<file path="src/rtl/idxLoadPkg.sv">
package idxLoadPkg;
  localparam int LANES      = 4;
  localparam int LANE_IDX_W = $clog2(LANES);

  typedef enum logic [1:0] {
    MODE_OFFSET = 2'b00,
    MODE_PRE    = 2'b01,
    MODE_POST   = 2'b10,
    MODE_SPARE  = 2'b11
  } idxMode_e;

  typedef struct packed {
    logic                  latch;
    logic                  capture;
    logic                  finish;
    logic [LANE_IDX_W-1:0] byteIdx;
  } ctrlStrobe_t;
endpackage

</file>
<file path="src/rtl/idxLoadCtrl.sv">
module idxLoadCtrl
  import idxLoadPkg::*;
(
  input  logic        clk,
  input  logic        rstN,
  input  logic        startReq,
  output ctrlStrobe_t strobe,
  output logic        memRdEn,
  output logic        done
);
  localparam logic [LANE_IDX_W-1:0] LAST_IDX = LANE_IDX_W'(LANES - 1);

  logic                  busy;
  logic [LANE_IDX_W-1:0] cnt;
  logic                  doneQ;

  always_comb begin
    strobe         = '0;
    strobe.latch   = !busy && startReq;
    strobe.capture = busy;
    strobe.finish  = doneQ;
    strobe.byteIdx = cnt;
  end

  always_ff @(posedge clk) begin
    if (!rstN) begin
      busy  <= 1'b0;
      cnt   <= '0;
      doneQ <= 1'b0;
    end else begin
      doneQ <= busy && (cnt == LAST_IDX);
      if (strobe.latch) begin
        busy <= 1'b1;
        cnt  <= '0;
      end else if (busy) begin
        cnt <= cnt + 1'b1;
        if (cnt == LAST_IDX) busy <= 1'b0;
      end
    end
  end

  assign memRdEn = busy;
  assign done    = doneQ;


  done_single_pulse_chk: assert property (@(posedge clk) disable iff (!rstN)
    doneQ |=> !doneQ);

  read_after_start_chk: assert property (@(posedge clk) disable iff (!rstN)
    $rose(busy) |-> $past(startReq));

  done_after_read_chk: assert property (@(posedge clk) disable iff (!rstN)
    doneQ |-> $past(busy));
endmodule

</file>
<file path="src/rtl/idxLoadPath.sv">
module idxLoadPath
  import idxLoadPkg::*;
#(
  parameter int ADDR_W = 32,
  parameter int OFF_W  = 12
) (
  input  logic                clk,
  input  logic                rstN,
  input  ctrlStrobe_t         strobe,
  input  logic [ADDR_W-1:0]   baseIn,
  input  logic [OFF_W-1:0]    offsetImm,
  input  logic                offsetUp,
  input  logic [1:0]          modeSel,
  input  logic                bigEndian,
  input  logic [7:0]          memRdData,
  output logic [ADDR_W-1:0]   memAddr,
  output logic [LANES*8-1:0]  loadWord,
  output logic [ADDR_W-1:0]   baseOut,
  output logic                baseWrEn
);
  localparam int                    WORD_W   = LANES * 8;
  localparam logic [LANE_IDX_W-1:0] LAST_IDX = LANE_IDX_W'(LANES - 1);

  idxMode_e              modeNow;
  logic [ADDR_W-1:0]     adjSum;
  logic [ADDR_W-1:0]     accessAddr;
  logic [ADDR_W-1:0]     wbValue;
  logic                  wbFlag;
  logic                  beFlag;
  logic [WORD_W-1:0]     wordQ;
  logic [LANE_IDX_W-1:0] laneSel;

  assign modeNow = idxMode_e'(modeSel);
  assign adjSum  = offsetUp ? (baseIn + ADDR_W'(offsetImm))
                            : (baseIn - ADDR_W'(offsetImm));

  always_ff @(posedge clk) begin
    if (!rstN) begin
      accessAddr <= '0;
      wbValue    <= '0;
      wbFlag     <= 1'b0;
      beFlag     <= 1'b0;
    end else if (strobe.latch) begin
      accessAddr <= (modeNow == MODE_POST) ? baseIn : adjSum;
      wbValue    <= adjSum;
      wbFlag     <= (modeNow == MODE_PRE) || (modeNow == MODE_POST);
      beFlag     <= bigEndian;
    end
  end

  assign laneSel = beFlag ? (LAST_IDX - strobe.byteIdx) : strobe.byteIdx;

  always_ff @(posedge clk) begin
    if (!rstN) begin
      wordQ <= '0;
    end else if (strobe.capture) begin
      for (int lane = 0; lane < LANES; lane++) begin
        if (laneSel == LANE_IDX_W'(lane)) wordQ[lane*8 +: 8] <= memRdData;
      end
    end
  end

  assign memAddr  = accessAddr + ADDR_W'(strobe.byteIdx);
  assign loadWord = wordQ;
  assign baseOut  = wbValue;
  assign baseWrEn = strobe.finish && wbFlag;


  addr_step_chk: assert property (@(posedge clk) disable iff (!rstN)
    (strobe.capture && $past(strobe.capture)) |-> (memAddr == $past(memAddr) + 1'b1));

  wb_stable_chk: assert property (@(posedge clk) disable iff (!rstN)
    (strobe.finish && $past(strobe.capture)) |-> $stable(wbValue));
endmodule

</file>
<file path="src/rtl/idxLoadUnit.sv">
module idxLoadUnit
  import idxLoadPkg::*;
#(
  parameter int ADDR_W = 32,
  parameter int OFF_W  = 12
) (
  input  logic               clk,
  input  logic               rstN,
  input  logic               startReq,
  input  logic [ADDR_W-1:0]  baseIn,
  input  logic [OFF_W-1:0]   offsetImm,
  input  logic               offsetUp,
  input  logic [1:0]         modeSel,
  input  logic               bigEndian,
  output logic [ADDR_W-1:0]  memAddr,
  output logic               memRdEn,
  input  logic [7:0]         memRdData,
  output logic [LANES*8-1:0] loadWord,
  output logic [ADDR_W-1:0]  baseOut,
  output logic               baseWrEn,
  output logic               done
);
  ctrlStrobe_t strobe;

  idxLoadCtrl u_ctrl (
    .clk      (clk),
    .rstN     (rstN),
    .startReq (startReq),
    .strobe   (strobe),
    .memRdEn  (memRdEn),
    .done     (done)
  );

  idxLoadPath #(.ADDR_W(ADDR_W), .OFF_W(OFF_W)) u_path (
    .clk       (clk),
    .rstN      (rstN),
    .strobe    (strobe),
    .baseIn    (baseIn),
    .offsetImm (offsetImm),
    .offsetUp  (offsetUp),
    .modeSel   (modeSel),
    .bigEndian (bigEndian),
    .memRdData (memRdData),
    .memAddr   (memAddr),
    .loadWord  (loadWord),
    .baseOut   (baseOut),
    .baseWrEn  (baseWrEn)
  );


  wb_with_done_chk: assert property (@(posedge clk) disable iff (!rstN)
    baseWrEn |-> (done && $past(memRdEn)));

  reset_quiet_chk: assert property (@(posedge clk)
    !rstN |=> (!done && !baseWrEn && !memRdEn));
endmodule

</file>
<file path="config.mk">
export PLATFORM = sky130hd
export DESIGN_NAME = idxLoadUnit
export DESIGN_NICKNAME = d
export VERILOG_FILES = /design/src/rtl/idxLoadPkg.sv /design/src/rtl/idxLoadCtrl.sv /design/src/rtl/idxLoadPath.sv /design/src/rtl/idxLoadUnit.sv
export SDC_FILE = /design/constraint.sdc
export NUM_CORES = 1
export LEC_CHECK = 0
export BUFFER_PORTS_ARGS = -buffer_cell sky130_fd_sc_hd__buf_2
export CAP_MARGIN = 15
export CELL_PAD_IN_SITES_DETAIL_PLACEMENT = 0
export CELL_PAD_IN_SITES_GLOBAL_PLACEMENT = 1
export CORE_ASPECT_RATIO = 1.25
export CORE_MARGIN = 2
export CORE_UTILIZATION = 40
export DETAILED_ROUTE_END_ITERATION = 8
export PLACE_DENSITY_LB_ADDON = 0.1
export SYNTH_ARGS = -nofsm -noshare
export SYNTH_HDL_FRONTEND = slang
export SYNTH_SLANG_ARGS = --single-unit
export TNS_END_PERCENT = 5
</file>
<file path="constraint.sdc">
create_clock -name clk -period 6.65 [get_ports clk]
set_clock_uncertainty 0.1 [all_clocks]
set_input_delay 0.665 -clock clk [delete_from_list [all_inputs] [get_ports clk]]
set_output_delay 0.665 -clock clk [all_outputs]
set_load 0.1 [all_outputs]
</file>
==> results by group, run 1 <==
Status
  • Status: finished, final reports clean

Synth
  • Total of warnings raised by yosys: 0
  • Synthesized area per cell: 8.26 um^2
  • Mux cell area share after synthesis: 6.84%
  • Share of synthesized cell area in full adder, half adder and majority cells: 8.14%
  • Count of flip-flops with a built-in enable after synthesis: 0
  • Primary flip-flop cell chosen by synthesis mapping: dfxtp_1
  • Synth async-reset ratio: 0%
  • Combinational family with the most area after synthesis: compound AO/OA/AOI/OAI gates
  • Simple-Gate Fraction of Synth Area: 18.0%
  • Netlist Area Pre-Place: 0.00618 mm^2
  • Post-synthesis compound-gate area fraction: 20.6%
  • Post-synth net total: 846
  • Synthesis-stage register bit count: 102
  • Count of unique library cells instantiated by Yosys: 62
  • Register area share after synthesis: 33.0%
  • Post-Syn Instances: 748
  • Post-synthesis share of cell area spent on xor and xnor gates: 10.1%

STA
  • Total Neg Setup Slack: 0 ns
  • Top achievable clock speed: 218 MHz
  • Count of final max-slew check failures: 0
  • Smallest setup slack after layout: 2.07 ns
  • Unrepaired setup endpoints after global routing: false
  • Final critical-path required period: 4.58 ns
  • Final count of negative-setup-slack endpoints: 0
  • Number of hold violations in the final report: 0
  • Slew margin rel.: 27.4%
  • Worst hold slack: 0.349 ns
  • Least-Margin Pin Slew: 1.09 ns
  • Final worst-path cycle share: 68.9%

Place
  • Final estimated routing congestion in global placement: 0.917
  • Half-perimeter wire length of the detailed placement result: 14,300 um
  • Post-placement worst setup slack: 1.75 ns
  • Port Buf Inserts: 157

Floorplanning
  • Number of standard-cell rows in the floorplan: 50
  • Horizontal extent of the die: 115 um
  • Total die area: 0.0165 mm^2
  • Die Span Y: 143 um
  • Core area: 0.0151 mm^2
  • Initial standard-cell utilization of the core: 41.0%
  • I/O pin count: 158

Pwr
  • Seq pwr share: 33.2%
  • IR drop worst, VDD: 0.000113 V
  • Switching Fraction: 43.7%
  • Total power: 2120 uW
  • Proportion of power drawn by the clock network: 28.5%
  • Standby leakage power: 0.00356 uW
  • Net switching component of the power: 928 uW
  • Internal power: 1190 uW
  • Portion of total power attributed to combinational logic: 38.3%
  • Cell area power density: 285 mW/mm^2

Min path
  • Kind of path behind the tightest hold check: reg2reg

Layout
  • Share of final-layout standard cells stronger than drive strength 1: 21.4%
  • Synthesis-to-finish area growth: 20.5%
  • Antenna cells: 0
  • Final-layout fill cell count: 1,536
  • Share of the core filled with cells in the final layout: 49.4%
  • Total Nets Final: 980

Worst setup path
  • Worst Path Class, Setup: in2reg
  • Worst reg2reg setup slack: 4.41 ns
  • Max FO, Critical Path: 9
  • Type of element capturing the critical path: register
  • Cell at the slowest stage of the critical path: nor3b_1
  • WP buf/inv: 2
  • Critical path data required time: 6.85 ns
  • CP max stage delay: 0.88 ns
  • Cell family with most CP delay: simple AND/OR/NAND/NOR gates
  • Worst setup SP type: primary input
  • Cell chain of the critical path: buf_2, inv_1, ha_1, nor3b_1, a21oi_1, xor2_1, ha_1, a21oi_1, nand2_1, a41oi_1, nand2_1, a221oi_2, o211ai_2, a31o_1, or4b_1, nand3_1
  • Crit path arrival time: 4.78 ns

Clock tree
  • Post-cts gate resize count: 0
  • Number of clock sinks seen by CTS: 102
  • Maximum clock insertion buffer count: 2
  • Clock Pin Slew Worst Setup and Hold Paths: 0.08 ns
  • Clock insertion delay at the later pin of the skew report: 0.35 ns
  • Inserted Clock Buffers: 9
  • Number of setup buffers added after CTS: 0
  • Root Buffer: clkbuf_16
  • Hold buffers post-CTS: 0
  • CTS tree: yes
  • H-tree Lvls: 3

Routing
  • Routed wire length: 18,300 um
  • Number of DRC markers after the initial detailed-route iteration: 283
  • Number of iterations in the first detailed-routing pass: 5
  • Via density per instance: 5.32
  • Antenna-violating nets left: 0
  • Total via count in the routed design: 5,822
  • Drt drc: 0
  • Wirelength per Cell: 16.7 um

GRT
  • Via count of the first global-routing pass: 5,631
  • Total routing usage reported by global routing: 22.6%
  • Maximum number of pins on one net before global-route repair: 56
  • Initial antenna violation count: 0
  • First-pass GRT wire length: 29,200 um
  • Aggregate global routing overflow: 0

Run
  • Maximum Capacitance Violations: 0
## state kept, by name (all words and copies together) (netlist names)
| name | cells |
|---|---|
| u_path.baseOut | 32 |
| u_path.wbFlag | 1 |
| u_path.beFlag | 1 |
| u_ctrl.done | 1 |
| u_ctrl.memRdEn | 1 |
| u_path.accessAddr | 32 |
| u_ctrl.cnt | 2 |
| u_path.loadWord | 32 |
## metrics by stage
| step | std cells | instance area [um^2] |
|---|---|---|
| 2_1_floorplan | 748 | 6180 |
| 3_3_place_gp | 1079 | 7100 |
| 3_5_place_dp | 1079 | 7100 |
| 4_1_cts | 1095 | 7450 |
| 5_1_grt | 1095 | 7450 |
| 6_report | 1095 | 7450 |
## power groups by stage
stage                     Sequential (uW)  Combinational (uW)  Clock (uW)
after floorplan                       914                 451           0
after global placement                717                 811           0
after detailed placement              719                 812           0
after CTS                             705                 815         622
after global routing                  713                 867         641
final                                 704                 814         605
## kinds of logic (layout without fill, tap and decap cells)
family | Yosys count | after routing
simple gates | 248 | 248
compound gates | 194 | 194
flops | 102 | 102
xor+xnor | 71 | 71
buf+inv | 52 | 191
mux | 42 | 42
fa+ha+maj | 39 | 39
## Yosys cell counts, drive strengths merged, types with 2 or more instances
cell	number	area (um^2)
a2111oi	2	42.5
a211oi	5	37.5
a21boi	2	15.0
a21o	16	120
a21oi	43	219
a221oi	3	32.5
a22o	8	70.1
a31o	2	17.5
a31oi	10	77.6
a32oi	14	123
a41oi	3	26.3
and2	4	25.0
and3	10	62.6
and4	2	17.5
buf	6	31.3
clkbuf	31	116
dfxtp	102	2040
fa	2	40.0
ha	37	463
inv	14	52.6
mux2	2	22.5
mux2i	40	400
nand2	94	353
nand2b	4	25.0
nand3	18	90.1
nand4	8	50.1
nand4b	2	17.5
nor2	80	303
nor2b	2	12.5
nor3	10	55.1
nor3b	4	30.0
o211ai	3	27.5
o21a	3	22.5
o21ai	67	335
o21bai	6	45.0
or3	3	18.8
or4	3	22.5
xnor2	50	438
xor2	21	184
## area by class of cell
type	count	area, um^2	area share [%]
sequential	102	2040	27.4
tap	208	260	3.50
clock buffer	9	225	3.02
clock inverter	7	116	1.56
multi-input combinational	594	3940	52.9
inverter	15	56.3	0.756
timing repair buffer	160	808	10.9
## cell usage in the layout, fill, tap and decap left out, types with 3 or more instances in the layout
cell,synthesis,routed
o21bai_1,6,6
buf_2,1,157
a41oi_1,3,3
clkbuf_16,0,9
mux2i_1,40,40
xor2_1,21,21
o21ai_0,59,59
a21o_1,16,16
nand3_1,18,18
a22o_1,8,8
nand2b_1,4,4
or3_1,3,3
o21ai_1,8,8
ha_1,37,36
or4_1,3,3
nor2_1,79,79
nand2_1,94,94
a211oi_1,5,5
a31oi_1,9,9
a32oi_1,14,14
nor3_1,9,9
o21a_1,3,3
inv_1,14,14
buf_4,0,3
and2_1,4,3
a21oi_1,42,42
and3_1,10,10
dfxtp_1,102,102
xnor2_1,50,50
nor3b_1,4,4
nand4_1,8,8
## metal layers
layer,track usage [%],wire (um),up-vias
li1,-,-,2934
met1,29.6,8280,2688
met2,38.1,8710,176
met3,3.01,932,24
met4,7.61,387,0
met5,0,0,-
## final timing paths
| path | from | end | cells past startpoint |
|---|---|---|---|
| max | offsetImm[0] | u_path.accessAddr[29]$_SDFFE_PN0P_ | 16 |
| min | u_path.baseOut[31]$_SDFFE_PN0P_ | u_path.baseOut[31]$_SDFFE_PN0P_ | 2 |
| max reg2reg | u_ctrl.cnt[1]$_SDFFE_PP0P_ | u_path.loadWord[18]$_SDFFE_PN0P_ | 5 |
| min reg2reg | u_path.baseOut[31]$_SDFFE_PN0P_ | u_path.baseOut[31]$_SDFFE_PN0P_ | 2 |
## tightest hold or removal path: cells and delay by family, from the launching register on
| family | cells | cell delay, ns |
|---|---|---|
| and+or+nand+nor | 1 | 0.05 |
| AOI/OAI and AO/OA | 1 | 0.05 |
| DFF | 1 | 0.31 |
(Power assumes the default switching activity.)
==> run 2, diff against run 1 <==
CORE_UTILIZATION = 39   (was 40)
clock period = 4.4 ns   (was 6.65 ns; I/O delays follow)
==> run 2 against run 1 <==
  * Global-route usage up 0.19 points
  * Combinational power increased by 52%
  * Worst hold slack got worse by 0.15 ns
==> results by group, run 2 (synthesis results as in run 1) <==
Routing
  • Total via count in the routed design: 5,941 (+2.0%)
  • Antenna-violating nets left: 0 (unchanged)
  • Drt drc: 0 (unchanged)
  • Routed wire length: 19,200 um (+4.8%)
  • Wirelength per Cell: 17.2 um (+3.1%)
  • Number of DRC markers after the initial detailed-route iteration: 301 (+6.4%)
  • Via density per instance: 5.34 (+0.39%)
  • Number of iterations in the first detailed-routing pass: 5 (unchanged)

Worst setup path
  • Worst Path Class, Setup: in2reg
  • Critical path data required time: 4.52 ns (-2.33 ns)
  • Type of element capturing the critical path: register
  • Worst setup SP type: primary input
  • Crit path arrival time: 3.99 ns (-0.79 ns)
  • Max FO, Critical Path: 4 (-5)

GRT
  • Initial antenna violation count: 0 (unchanged)
  • First-pass GRT wire length: 29,500 um (+0.78%)
  • Total routing usage reported by global routing: 22.8% (+0.19 points)
  • Via count of the first global-routing pass: 5,671 (+0.71%)
  • Aggregate global routing overflow: 0 (unchanged)
  • Maximum number of pins on one net before global-route repair: 50 (-11%)

STA
  • Top achievable clock speed: 258 MHz
  • Final count of negative-setup-slack endpoints: 0 (unchanged)
  • Final critical-path required period: 3.88 ns
  • Slew margin rel.: 24.9% (-2.5 points)
  • Total Neg Setup Slack: 0 ns (unchanged)
  • Final worst-path cycle share: 88.2%
  • Smallest setup slack after layout: 0.521 ns (-1.55 ns)
  • Count of final max-slew check failures: 0 (unchanged)
  • Least-Margin Pin Slew: 1.12 ns (+0.0319 ns)
  • Unrepaired setup endpoints after global routing: false
  • Worst hold slack: 0.195 ns (-0.154 ns)
  • Number of hold violations in the final report: 0 (unchanged)

Clock tree
  • Post-cts gate resize count: 0 (unchanged)
  • Number of setup buffers added after CTS: 0 (unchanged)
  • Maximum clock insertion buffer count: 2 (unchanged)
  • Inserted Clock Buffers: 9 (unchanged)
  • Number of clock sinks seen by CTS: 102 (unchanged)
  • CTS tree: yes
  • H-tree Lvls: 3 (unchanged)
  • Root Buffer: clkbuf_16
  • Clock Pin Slew Worst Setup and Hold Paths: 0.08 ns (about the same)
  • Hold buffers post-CTS: 0 (unchanged)
  • Clock insertion delay at the later pin of the skew report: 0.36 ns (about the same)

Layout
  • Number of standard cells in the final layout excluding fillers: 1,113 (+1.6%)
  • Synthesis-to-finish area growth: 21.9%
  • Antenna cells: 0 (unchanged)
  • Final-layout fill cell count: 1,621 (+5.5%)
  • Commonest non-fill, non-tap cells in the layout: buf_2, dfxtp_1, nand2_1, nor2_1, o21ai_0
  • Total Nets Final: 994 (+1.4%)
  • Share of final-layout standard cells stronger than drive strength 1: 22.6% (+1.2 points)
  • Share of the core filled with cells in the final layout: 48.4% (-1.0 points)
  • Most common cell after layout, fill and taps aside: buf_2

Floorplanning
  • Horizontal extent of the die: 117 um (+1.2%)
  • Number of standard-cell rows in the floorplan: 51 (+2.0%)
  • Die Span Y: 145 um (+1.2%)
  • I/O pin count: 158 (unchanged)
  • Core area: 0.0156 mm^2 (+3.3%)
  • Initial standard-cell utilization of the core: 39.7% (-1.3 points)
  • Total die area: 0.0169 mm^2 (+2.5%)

Pwr
  • Seq pwr share: 33.9% (+0.7 points)
  • Switching Fraction: 45.7% (+1.9 points)
  • Net switching component of the power: 1440 uW (+55%)
  • Standby leakage power: 0.00361 uW (+1.6%)
  • IR drop worst, VDD: 0.000181 V (+61%)
  • Cell area power density: 417 mW/mm^2 (+46%)
  • Portion of total power attributed to combinational logic: 39.4% (+1.1 points)
  • Proportion of power drawn by the clock network: 26.7% (-1.8 points)
  • Internal power: 1710 uW (+43%)

Place
  • Port Buf Inserts: 157 (unchanged)
  • Final estimated routing congestion in global placement: 0.901 (-1.8%)
  • Dpl cells: 1,097 (+1.7%)
  • Half-perimeter wire length of the detailed placement result: 14,900 um (+4.4%)
  • Post-placement worst setup slack: 0.177 ns (-1.57 ns)

Min path
  • Kind of path behind the tightest hold check: in2reg

Run
  • Maximum Capacitance Violations: 0 (unchanged)

Status
  • Status: finished, final reports clean
[run 2: changes by cell type in the layout (fill, tap and decap cells not counted), sizes merged]
cell,delta
buf,+14
clkinv,+4
bufinv,-2
inv,-2
[run 2: critical path, cell delays in order]
cell	delay, ns
buf_2	0.12
nor3_1	0.33
nand2_1	0.13
nor3_2	0.15
and3b_1	0.22
ha_1	0.24
mux2_2	0.27
ha_1	0.22
a21o_1	0.18
o21bai_1	0.18
a211oi_1	0.36
a21oi_1	0.15
a2111oi_2	0.56
o21ai_1	0.14
xnor2_1	0.18
o21ai_0	0.10
[run 2: final cells by class]
type                       instances  area [um^2]  area share [%]
inverter                          15         56.3           0.747
tap                              212          265            3.52
clock buffer                       9          225            2.99
clock inverter                     7         93.8            1.25
timing repair buffer             174          913            12.1
multi-input combinational        594         3940            52.3
sequential                       102         2040            27.1
[run 2: metrics by stage]
stage / power (uW) / instance area, um^2
CTS: 3160 / 7530
finish: 3140 / 7530
global route: 3290 / 7530
global placement: 2320 / 7210
detailed placement: 2330 / 7210
floorplan: 2060 / 6180
[run 2: power groups by stage]
stage                     Clock [uW]  Combinational [uW]  Sequential [uW]
final                            840                1240             1070
after global routing             888                1320             1080
after CTS                        853                1240             1070
after detailed placement           0                1240             1090
after global placement             0                1230             1080
after floorplan                    0                 682             1380
[run 2: final timing paths]
| check | start | endpoint | slack (ns) | cells after the start |
|---|---|---|---|---|
| max | offsetImm[5] | u_path.baseOut[23]$_SDFFE_PN0P_ | 0.52 | 16 |
| max reg2reg | u_ctrl.memRdEn$_SDFF_PN0_ | u_path.accessAddr[21]$_SDFFE_PN0P_ | 2.05 | 5 |
| min reg2reg | u_path.baseOut[31]$_SDFFE_PN0P_ | u_path.baseOut[31]$_SDFFE_PN0P_ | 0.35 | 2 |
| min | bigEndian | u_path.beFlag$_SDFFE_PN0P_ | 0.19 | 2 |
[run 2: layer usage]
layer	GRT usage (%)	wire [um]	up-vias
met3	2.50	801	27
li1	-	-	2964
met4	9.85	517	0
met5	0	0	-
met2	38.1	9200	165
met1	29.6	8680	2785
